### src/rtl/errRatePkg.sv
package errRatePkg;
  // Strobes passed from the loop sequencer to the datapath
  typedef struct packed {
    logic clearCnt;     // window ends this cycle
    logic latchSample;  // capture the window count
    logic applyUpdate;  // run the PI step and load the code
  } loopStrobes_t;
endpackage

### src/rtl/errRateCtrl.sv
module errRateCtrl
  import errRatePkg::*;
(
  input  logic         clk,
  input  logic         rstN,
  input  logic         sampleStrobe,
  output loopStrobes_t strb
);
  logic updatePendQ;

  always_ff @(posedge clk or negedge rstN) begin
    if (!rstN) updatePendQ <= 1'b0;
    else       updatePendQ <= sampleStrobe;
  end

  always_comb begin
    strb.clearCnt    = sampleStrobe;
    strb.latchSample = sampleStrobe;
    strb.applyUpdate = updatePendQ;
  end

  // the update step follows each strobe by exactly one cycle
  assert_update_follows_R4: assert property (@(posedge clk) disable iff (!rstN)
    sampleStrobe |=> strb.applyUpdate);
  assert_no_stray_update_R4: assert property (@(posedge clk) disable iff (!rstN)
    !sampleStrobe |=> !strb.applyUpdate);
endmodule

### src/rtl/errRateDatapath.sv
module errRateDatapath
  import errRatePkg::*;
#(
  parameter int CNT_W   = 16,
  parameter int CODE_W  = 12,
  parameter int SHIFT_W = 4
)(
  input  logic               clk,
  input  logic               rstN,
  input  logic               errPulse,
  input  logic [CNT_W-1:0]   refRate,
  input  logic [SHIFT_W-1:0] kpShift,
  input  logic [SHIFT_W-1:0] kiShift,
  input  loopStrobes_t       strb,
  output logic [CODE_W-1:0]  vCode
);
  localparam int D_W   = CNT_W + 1;
  localparam int INT_W = ((CNT_W > CODE_W) ? CNT_W : CODE_W) + 3;
  localparam int SUM_W = INT_W + 2;
  localparam logic [CNT_W-1:0]  CNT_MAX  = {CNT_W{1'b1}};
  localparam logic [CODE_W-1:0] CODE_TOP = {CODE_W{1'b1}};

  logic [CNT_W-1:0]        cntQ, sampleQ, cntPlus;
  logic signed [INT_W-1:0] integQ;
  logic [CODE_W-1:0]       vCodeQ;

  // window counter, saturating
  always_comb begin
    cntPlus = cntQ;
    if (errPulse && (cntQ != CNT_MAX)) cntPlus = cntQ + 1'b1;
  end

  always_ff @(posedge clk or negedge rstN) begin
    if (!rstN) begin
      cntQ    <= '0;
      sampleQ <= '0;
    end else begin
      if (strb.latchSample) sampleQ <= cntPlus;
      cntQ <= strb.clearCnt ? '0 : cntPlus;
    end
  end

  // PI arithmetic
  logic signed [D_W-1:0]   diff, pTerm, iInc;
  logic signed [SUM_W-1:0] pExt, iExt, integExt, integNext, sumPi, raw, codeMaxS;
  logic satHi, satLo;

  always_comb begin
    diff      = $signed({1'b0, refRate}) - $signed({1'b0, sampleQ});
    pTerm     = diff >>> kpShift;
    iInc      = diff >>> kiShift;
    pExt      = {{(SUM_W-D_W){pTerm[D_W-1]}}, pTerm};
    iExt      = {{(SUM_W-D_W){iInc[D_W-1]}}, iInc};
    integExt  = {{(SUM_W-INT_W){integQ[INT_W-1]}}, integQ};
    codeMaxS  = {{(SUM_W-CODE_W){1'b0}}, CODE_TOP};
    integNext = integExt + iExt;
    sumPi     = pExt + integNext;
    raw       = codeMaxS - sumPi;
    satLo     = raw[SUM_W-1];
    satHi     = !raw[SUM_W-1] && (raw > codeMaxS);
  end

  always_ff @(posedge clk or negedge rstN) begin
    if (!rstN) begin
      integQ <= '0;
      vCodeQ <= CODE_TOP;
    end else if (strb.applyUpdate) begin
      if (satHi)      vCodeQ <= CODE_TOP;
      else if (satLo) vCodeQ <= '0;
      else begin
        vCodeQ <= raw[CODE_W-1:0];
        integQ <= integNext[INT_W-1:0];
      end
    end
  end

  assign vCode = vCodeQ;

  // a fresh window starts at zero, at most one pulse counted by the next edge
  assert_window_clear_R2: assert property (@(posedge clk) disable iff (!rstN)
    strb.clearCnt |=> (cntQ <= CNT_W'(1)));
  // the counter sticks at full scale until cleared
  assert_cnt_sticky_R8: assert property (@(posedge clk) disable iff (!rstN)
    ((cntQ == CNT_MAX) && !strb.clearCnt) |=> (cntQ == CNT_MAX));
  // code holds outside update cycles
  assert_code_hold_R4: assert property (@(posedge clk) disable iff (!rstN)
    !strb.applyUpdate |=> $stable(vCodeQ));
  // no integration while clamped
  assert_integ_hold_R7: assert property (@(posedge clk) disable iff (!rstN)
    (strb.applyUpdate && (satHi || satLo)) |=> $stable(integQ));
  // underflow lands on the floor code
  assert_floor_R6: assert property (@(posedge clk) disable iff (!rstN)
    (strb.applyUpdate && satLo) |=> (vCodeQ == '0));
endmodule

### src/rtl/errRatePiCtrl.sv
module errRatePiCtrl
  import errRatePkg::*;
#(
  parameter int CNT_W   = 16,
  parameter int CODE_W  = 12,
  parameter int SHIFT_W = 4
)(
  input  logic               clk,
  input  logic               rstN,
  input  logic               errPulse,
  input  logic               sampleStrobe,
  input  logic [CNT_W-1:0]   refRate,
  input  logic [SHIFT_W-1:0] kpShift,
  input  logic [SHIFT_W-1:0] kiShift,
  output logic [CODE_W-1:0]  vCode
);
  loopStrobes_t strb;

  errRateCtrl i_ctrl (
    .clk(clk), .rstN(rstN), .sampleStrobe(sampleStrobe), .strb(strb)
  );

  errRateDatapath #(.CNT_W(CNT_W), .CODE_W(CODE_W), .SHIFT_W(SHIFT_W)) i_dp (
    .clk(clk), .rstN(rstN), .errPulse(errPulse), .refRate(refRate),
    .kpShift(kpShift), .kiShift(kiShift), .strb(strb), .vCode(vCode)
  );
endmodule

### config.mk
export PLATFORM = sky130hd
export DESIGN_NAME = errRatePiCtrl
export DESIGN_NICKNAME = d
export VERILOG_FILES = /design/src/rtl/errRatePkg.sv /design/src/rtl/errRateCtrl.sv /design/src/rtl/errRateDatapath.sv /design/src/rtl/errRatePiCtrl.sv
export SDC_FILE = /design/constraint.sdc
export NUM_CORES = 1
export LEC_CHECK = 0
export CAP_MARGIN = 20
export CORE_MARGIN = 4
export CORE_UTILIZATION = 35
export CTS_CLUSTER_SIZE = 20
export DETAILED_ROUTE_END_ITERATION = 8
export GPL_TIMING_DRIVEN = 0
export PLACE_DENSITY = 0.54
export REMOVE_ABC_BUFFERS = 1
export SLEW_MARGIN = 5
export SYNTH_ARGS = -nofsm -noshare
export SYNTH_HDL_FRONTEND = slang
export SYNTH_SLANG_ARGS = --single-unit
### constraint.sdc
create_clock -name clk -period 9.5 [get_ports clk]
set_clock_uncertainty 0.2 [all_clocks]
set_input_delay 0.95 -clock clk [delete_from_list [all_inputs] [get_ports clk]]
set_output_delay 0.95 -clock clk [all_outputs]
set_load 0.02 [all_outputs]
==> results of run 1 <==
## placed cells by master, fill, tap and decap left out, drive strengths merged, types with 7 or more instances in the layout
master	instances
a211oi	9
a21o	12
a21oi	67
a221oi	9
a31oi	8
and3	7
buf	13
clkbuf	10
clkdlybuf4s50	37
dfrtp	52
dfstp	12
ha	76
inv	62
mux2	10
mux2i	32
mux4	11
nand2	56
nand2b	11
nand3	17
nand4	9
nor2	110
nor3	24
o21a	14
o21ai	50
o21bai	10
o2bb2ai	14
xnor2	30
xor2	29
## cells in the mapped netlist, types with 12 or more instances
cell | number | share of area, %
o21ai_0 | 45 | 3.1
nor2_1 | 109 | 5.6
o21a_1 | 14 | 1.4
a21o_1 | 12 | 1.2
nor3_1 | 23 | 1.6
a21oi_1 | 65 | 4.4
o2bb2ai_1 | 14 | 1.7
dfrtp_1 | 52 | 18
nand3_1 | 17 | 1.2
xor2_1 | 29 | 3.5
mux2i_1 | 32 | 4.4
inv_1 | 61 | 3.1
ha_1 | 76 | 13
dfstp_2 | 12 | 4.3
xnor2_1 | 30 | 3.6
clkbuf_1 | 36 | 1.8
nand2_1 | 56 | 2.9
## stage by stage
step                      std cells  setup slack, ns
after floorplan                 841           0.1982
after global placement         1150           -3.084
after detailed placement       1155           -1.495
after CTS                      1174         0.004802
after global routing           1177          0.02329
final                          1177           0.3593
## report_power, final
part | internal, µW | total (µW) | switching, µW
sequential | 354 | 390 | 35.8
combinational | 1080 | 2620 | 1540
clock | 255 | 382 | 127
total | 1690 | 3390 | 1700
## per-layer routing
metal / up-vias / routed length, µm
met4: 0 / 183
li1: 3276 / -
met1: 3061 / 9714
met5: - / 0
met2: 92 / 8678
met3: 14 / 796
## cells by family (layout without fill, tap and decap cells)
family                     count (synthesis)  after routing  synth area share, %
adders and majority gates                 79             79                13.82
buffers and inverters                    112            130                6.055
muxes                                     53             53                9.306
xor gates and xnor gates                  59             59                7.065
and+or+nand+nor                          267            267                17.43
DFF                                       64             64                22.10
AOI/OAI and AO/OA                        255            255                24.22
## state kept, by name (all words and copies together), names as in the netlist
register and flops:
i_dp.vCode 12, i_dp.cntQ 16, i_dp.sampleQ 16, i_dp.integQ 19, i_ctrl.updatePendQ 1
## layout make-up
type | instances | area, µm² | share of cell area [%]
Tap cell | 270 | 337.8 | 4.023
Sequential cell | 64 | 1617 | 19.25
Multi-Input combinational cell | 713 | 5368 | 63.92
Clock inverter | 6 | 107.6 | 1.281
Clock buffer | 10 | 229.0 | 2.727
Inverter | 64 | 241.5 | 2.876
Timing Repair Buffer | 50 | 496.7 | 5.916
## worst max-delay path: cells and delay by family
kind | cells | cell delay (ns)
muxes | 2 | 0.72
adders and majority gates | 5 | 1.62
buffers and inverters | 5 | 0.96
and+or+nand+nor | 6 | 1.34
xor gates and xnor gates | 3 | 0.75
AOI/OAI and AO/OA | 13 | 2.83
## final timing paths
check                                 end  slack, ns       startpoint  depth (start not counted)
max                        i_dp.integQ[7]       0.36       refRate[0]                         34
min                        i_dp.vCode[10]       0.28   i_dp.vCode[10]                          1
max reg2reg                i_dp.integQ[7]       1.10  i_dp.sampleQ[0]                         32
min reg2reg                i_dp.vCode[10]       0.28   i_dp.vCode[10]                          1
max in group asynchronous   i_dp.vCode[0]       8.15             rstN                          2
min in group asynchronous  i_dp.integQ[8]       0.34             rstN                          1
## repair_timing
| item | CTS | global route |
|---|---|---|
| gates resized for setup | 3 | 20 |
| pin swaps | 2 | 3 |
| setup endpoints to repair | 30 | 31 |
| setup buffers | 3 | 3 |
==> flow_summary.toml, run 1 <==
[run_status]
outcome = "completed"

[route]
first_pass_iters = 7
vias = 6443
ant_nets = 0
wl_per_cell_um = 16.46
drt_iter0_drc = 361
drc = 0
wl_um = 19370
via_per_inst = 5.474

[synthesis]
synth_edf_count = 0
syn_area_mm2 = 0.007315
async_flop_share_pct = 100.0
synth_area_per_cell_um2 = 8.228
synth.yosys.seq_area_share_pct = 22.10
synth_cell_types = 84
ys_ff_latch = 64
synthCells = 889
ys.flop_type = "dfrtp_1"
yosys_warnings = 0

[placement]
gp_congestion = 0.8743
hpwl_um = 15150
portBuffers = 39
dpl_cell_area_mm2 = 0.007904

[job]
maxCapViolCount = 0

[timing]
slew_headroom_pct = 36.45
period_share_pct = 96.22
setup_viol = 0
slew_viol_final = 0
fin_tns_setup_ns = 0
fin_hold_ws_ns = 0.2754
fin_crit_ns = 9.141
hold_viol = 0
max_freq_ghz = 0.1094
rsz0062_at_grt = "no"
tightest_slew_ns = 0.9502

[cts]
hold_buffers = 0
clock_latency_ns = 0.34
root_buffer = "clkbuf_16"
cts.clk_slew.worst_paths_ns = 0.06
cts_max_level = 3
cts-buffers-inserted = 9
cts_tree = "yes"
cts_buffer_depth = 2
clkSinkCount = 64

[setup_path]
critical_path_class = "in -> reg"
setup.worst_path.start_class = "input port"
end_kind = "flip-flop"
critPathSlowestCell = "mux4_2"
crit_path_frequent_cell = "ha_1"
cp_slowest_stage_delay_ns = 0.52
worstPathMaxFanout = 10
required_ns = 9.56
crit_arrival_ns = 9.20

[global_route]
grt_pass1_vias = 6110
gr-total-overflow = 0
grt_pass1_wl_um = 31970
use_met2_pct = 25.67
use_met3_pct = 3.124
antenna_found_initial = 0
use_met1_pct = 24.16
grtUsageTotal_pct = 16.59
grt.busiest_layer = "met2"
grt_max_degree = 50

[layout]
diodes = 0
nets = 1009
fin_area_mm2 = 0.008397
drive_gt1_share_pct = 10.69
syn2layout_area_growth_pct = 14.80
nFillCells = 2090
fin_util_pct = 41.23

[pwr]
total_power_uw = 3390
powerDensity_mw_per_mm2 = 403.7
power_leakage_uw = 0.003562
peakVddDrop_mv = 0.2108

[die]
ios = 40
rows = 52
dieArea_mm2 = 0.02328
die_y_um = 152.6
core_mm2 = 0.02036
die_w_um = 152.6
start_util_pct = 35.92

[min_path]
hp-class = "reg -> reg"
Power figures use the tool's default switching activity.
==> run 2, diff against run 1 <==
Settings changed: GPL_TIMING_DRIVEN 0 to unset.
==> run 2 against run 1 <==
  * First-iteration DRC count down 7.2%
  * Combinational power about the same
  * Non-clock buffer count up 16
  * Register-to-register slack improved by 0.21 ns
  * Fmax up 2.5%
  * Critical endpoint is now i_dp.integQ[2]
  * Largest cell class unchanged
  * Largest power group unchanged
==> flow_summary.toml, run 2 (synthesis gave the netlist of run 1 again) <==
[run_status]
outcome = "completed"

[pwr]
internal_power_uw = 1728
powerDensity_mw_per_mm2 = 406.8
clock_power_share_pct = 11.3
power.switching_uw = 1695
peakVddDrop_mv = 0.2126
p_sw_share_pct = 49.52
power_frac_seq_pct = 11.5
power_leakage_uw = 0.003621
comb_power_share_pct = 77.1

[setup_path]
setup.worst_path.start_class = "input port"
critPathSlowestCell = "a311oi_4"
r2r_slack_ns = 1.31
reg2regPathDepth = 34
worstPathMaxFanout = 11
end_kind = "flip-flop"
required_ns = 9.49
cp_slowest_stage_delay_ns = 0.56
critical_path_class = "in -> reg"
crit_arrival_ns = 8.91
crit_path_frequent_cell = "ha_1"

[cts]
cts_tree = "yes"
clock_latency_ns = 0.34
cts.clk_slew.worst_paths_ns = 0.06
cts_max_level = 3
cts-buffers-inserted = 9
cts_buffer_depth = 2
clkSinkCount = 64
hold_buffers = 0
root_buffer = "clkbuf_16"

[layout]
fin_util_pct = 41.31
fin_area_mm2 = 0.008413
top_register = "i_dp.integQ"
nets = 1025
diodes = 0
mostFrequentLayoutCells = "nor2_1 (109), ha_1 (76), a21oi_1 (65)"
drive_gt1_share_pct = 10.41
reg_top3 = "i_dp.integQ (19), i_dp.cntQ (16), i_dp.sampleQ (16)"
mostFrequentLayoutCell = "nor2_1"
nFillCells = 2086
syn2layout_area_growth_pct = 15.02
largest_reg_flops = 19

[timing]
period_share_pct = 93.90
rsz0062_at_grt = "no"
fin_tns_setup_ns = 0
max_freq_ghz = 0.1121
fin_crit_ns = 8.921
slew_viol_final = 0
setup_viol = 0
tightest_slew_ns = 0.8852
hold_viol = 0
slew_headroom_pct = 40.98

[route]
wl_per_cell_um = 16.42
vias = 6469
ant_nets = 0
drt_iter0_drc = 335
wl_um = 19570
first_pass_iters = 7
drc = 0
via_per_inst = 5.427

[min_path]
hp-class = "reg -> reg"
whs_path_depth = 1

[die]
die_w_um = 152.6
ios = 40
rows = 52
core_mm2 = 0.02036
start_util_pct = 35.92
dieArea_mm2 = 0.02328
die_y_um = 152.6

[global_route]
gr-total-overflow = 0
grt_pass1_vias = 6248
grtUsageTotal_pct = 16.97
antenna_found_initial = 0
grt_pass1_wl_um = 32730
grt_max_degree = 65

[job]
maxCapViolCount = 0

[placement]
gp_congestion = 0.8841
hpwl_um = 15290
dpl_cell_area_mm2 = 0.008035
portBuffers = 39
[run 2: cell count changes in the layout (fill, tap and decap cells not counted), sizes merged]
| cell | delta |
|---|---|
| clkinvlp | -1 |
| clkinv | -2 |
| clkdlybuf4s50 | +1 |
| buf | +15 |
| clkbuf | +2 |
[run 2: layout make-up]
cell class	count	area [µm²]	share of cell area, %
Clock buffer	12	246.5	2.930
Clock inverter	3	90.09	1.071
Inverter	64	240.2	2.855
Multi-Input combinational cell	713	5281	62.78
Sequential cell	64	1617	19.21
Tap cell	270	337.8	4.015
Timing Repair Buffer	66	600.6	7.139
[run 2: repair_timing]
item | in CTS | in global routing
resized for setup | 0 | 1
buffers inserted | 0 | 4
setup endpoints to repair | 0 | 18
endpoints found under the hold margin | 0 | 0
[run 2: power by group through the flow]
stage / registers [µW] / logic [µW] / clock network [µW]
final: 395 / 2640 / 388
after global routing: 405 / 2970 / 414
after CTS: 396 / 2620 / 402
after detailed placement: 400 / 2600 / 0
after global placement: 400 / 2610 / 0
after floorplan: 416 / 1890 / 0
[run 2: final timing paths]
kind	start	to
setup / recovery	refRate[0]	i_dp.integQ[2]
hold / removal	i_dp.vCode[3]	i_dp.vCode[3]
setup reg to reg	i_dp.sampleQ[0]	i_dp.integQ[2]
hold reg to reg	i_dp.vCode[3]	i_dp.vCode[3]
max in group asynchronous	rstN	i_dp.sampleQ[10]
min in group asynchronous	rstN	i_dp.integQ[3]
[run 2: critical path: cells and delay by family]
family          cells  cell delay (ns)
mux                 3             0.77
simple gates        7             1.41
compound gates     13             2.53
buf+inv             6             1.13
xor+xnor            1             0.23
fa+ha+maj           6             1.87
[run 2: through the flow]
step           hold slack [ns]  worst slack, ns  power (µW)  cells
6_report                0.2811           0.5792        3422   1192
5_1_grt                 0.2887           0.1162        3791   1192
4_1_cts                 0.2841           0.3768        3414   1188
3_5_place_dp            0.2731          0.07480        2996   1173
3_3_place_gp            0.2711           0.1616        3011   1173
2_1_floorplan           0.2875           0.1982        2306    841
[run 2: per-layer routing]
metal	wire [µm]	share of wire (%)	up-vias	track usage, %
li1	-	-	3303	-
met5	0	0	-	0
met2	8762	45	137	26.28
met4	143	0.73	0	3.818
met1	9628	49	3019	24.52
met3	1039	5.3	10	3.323
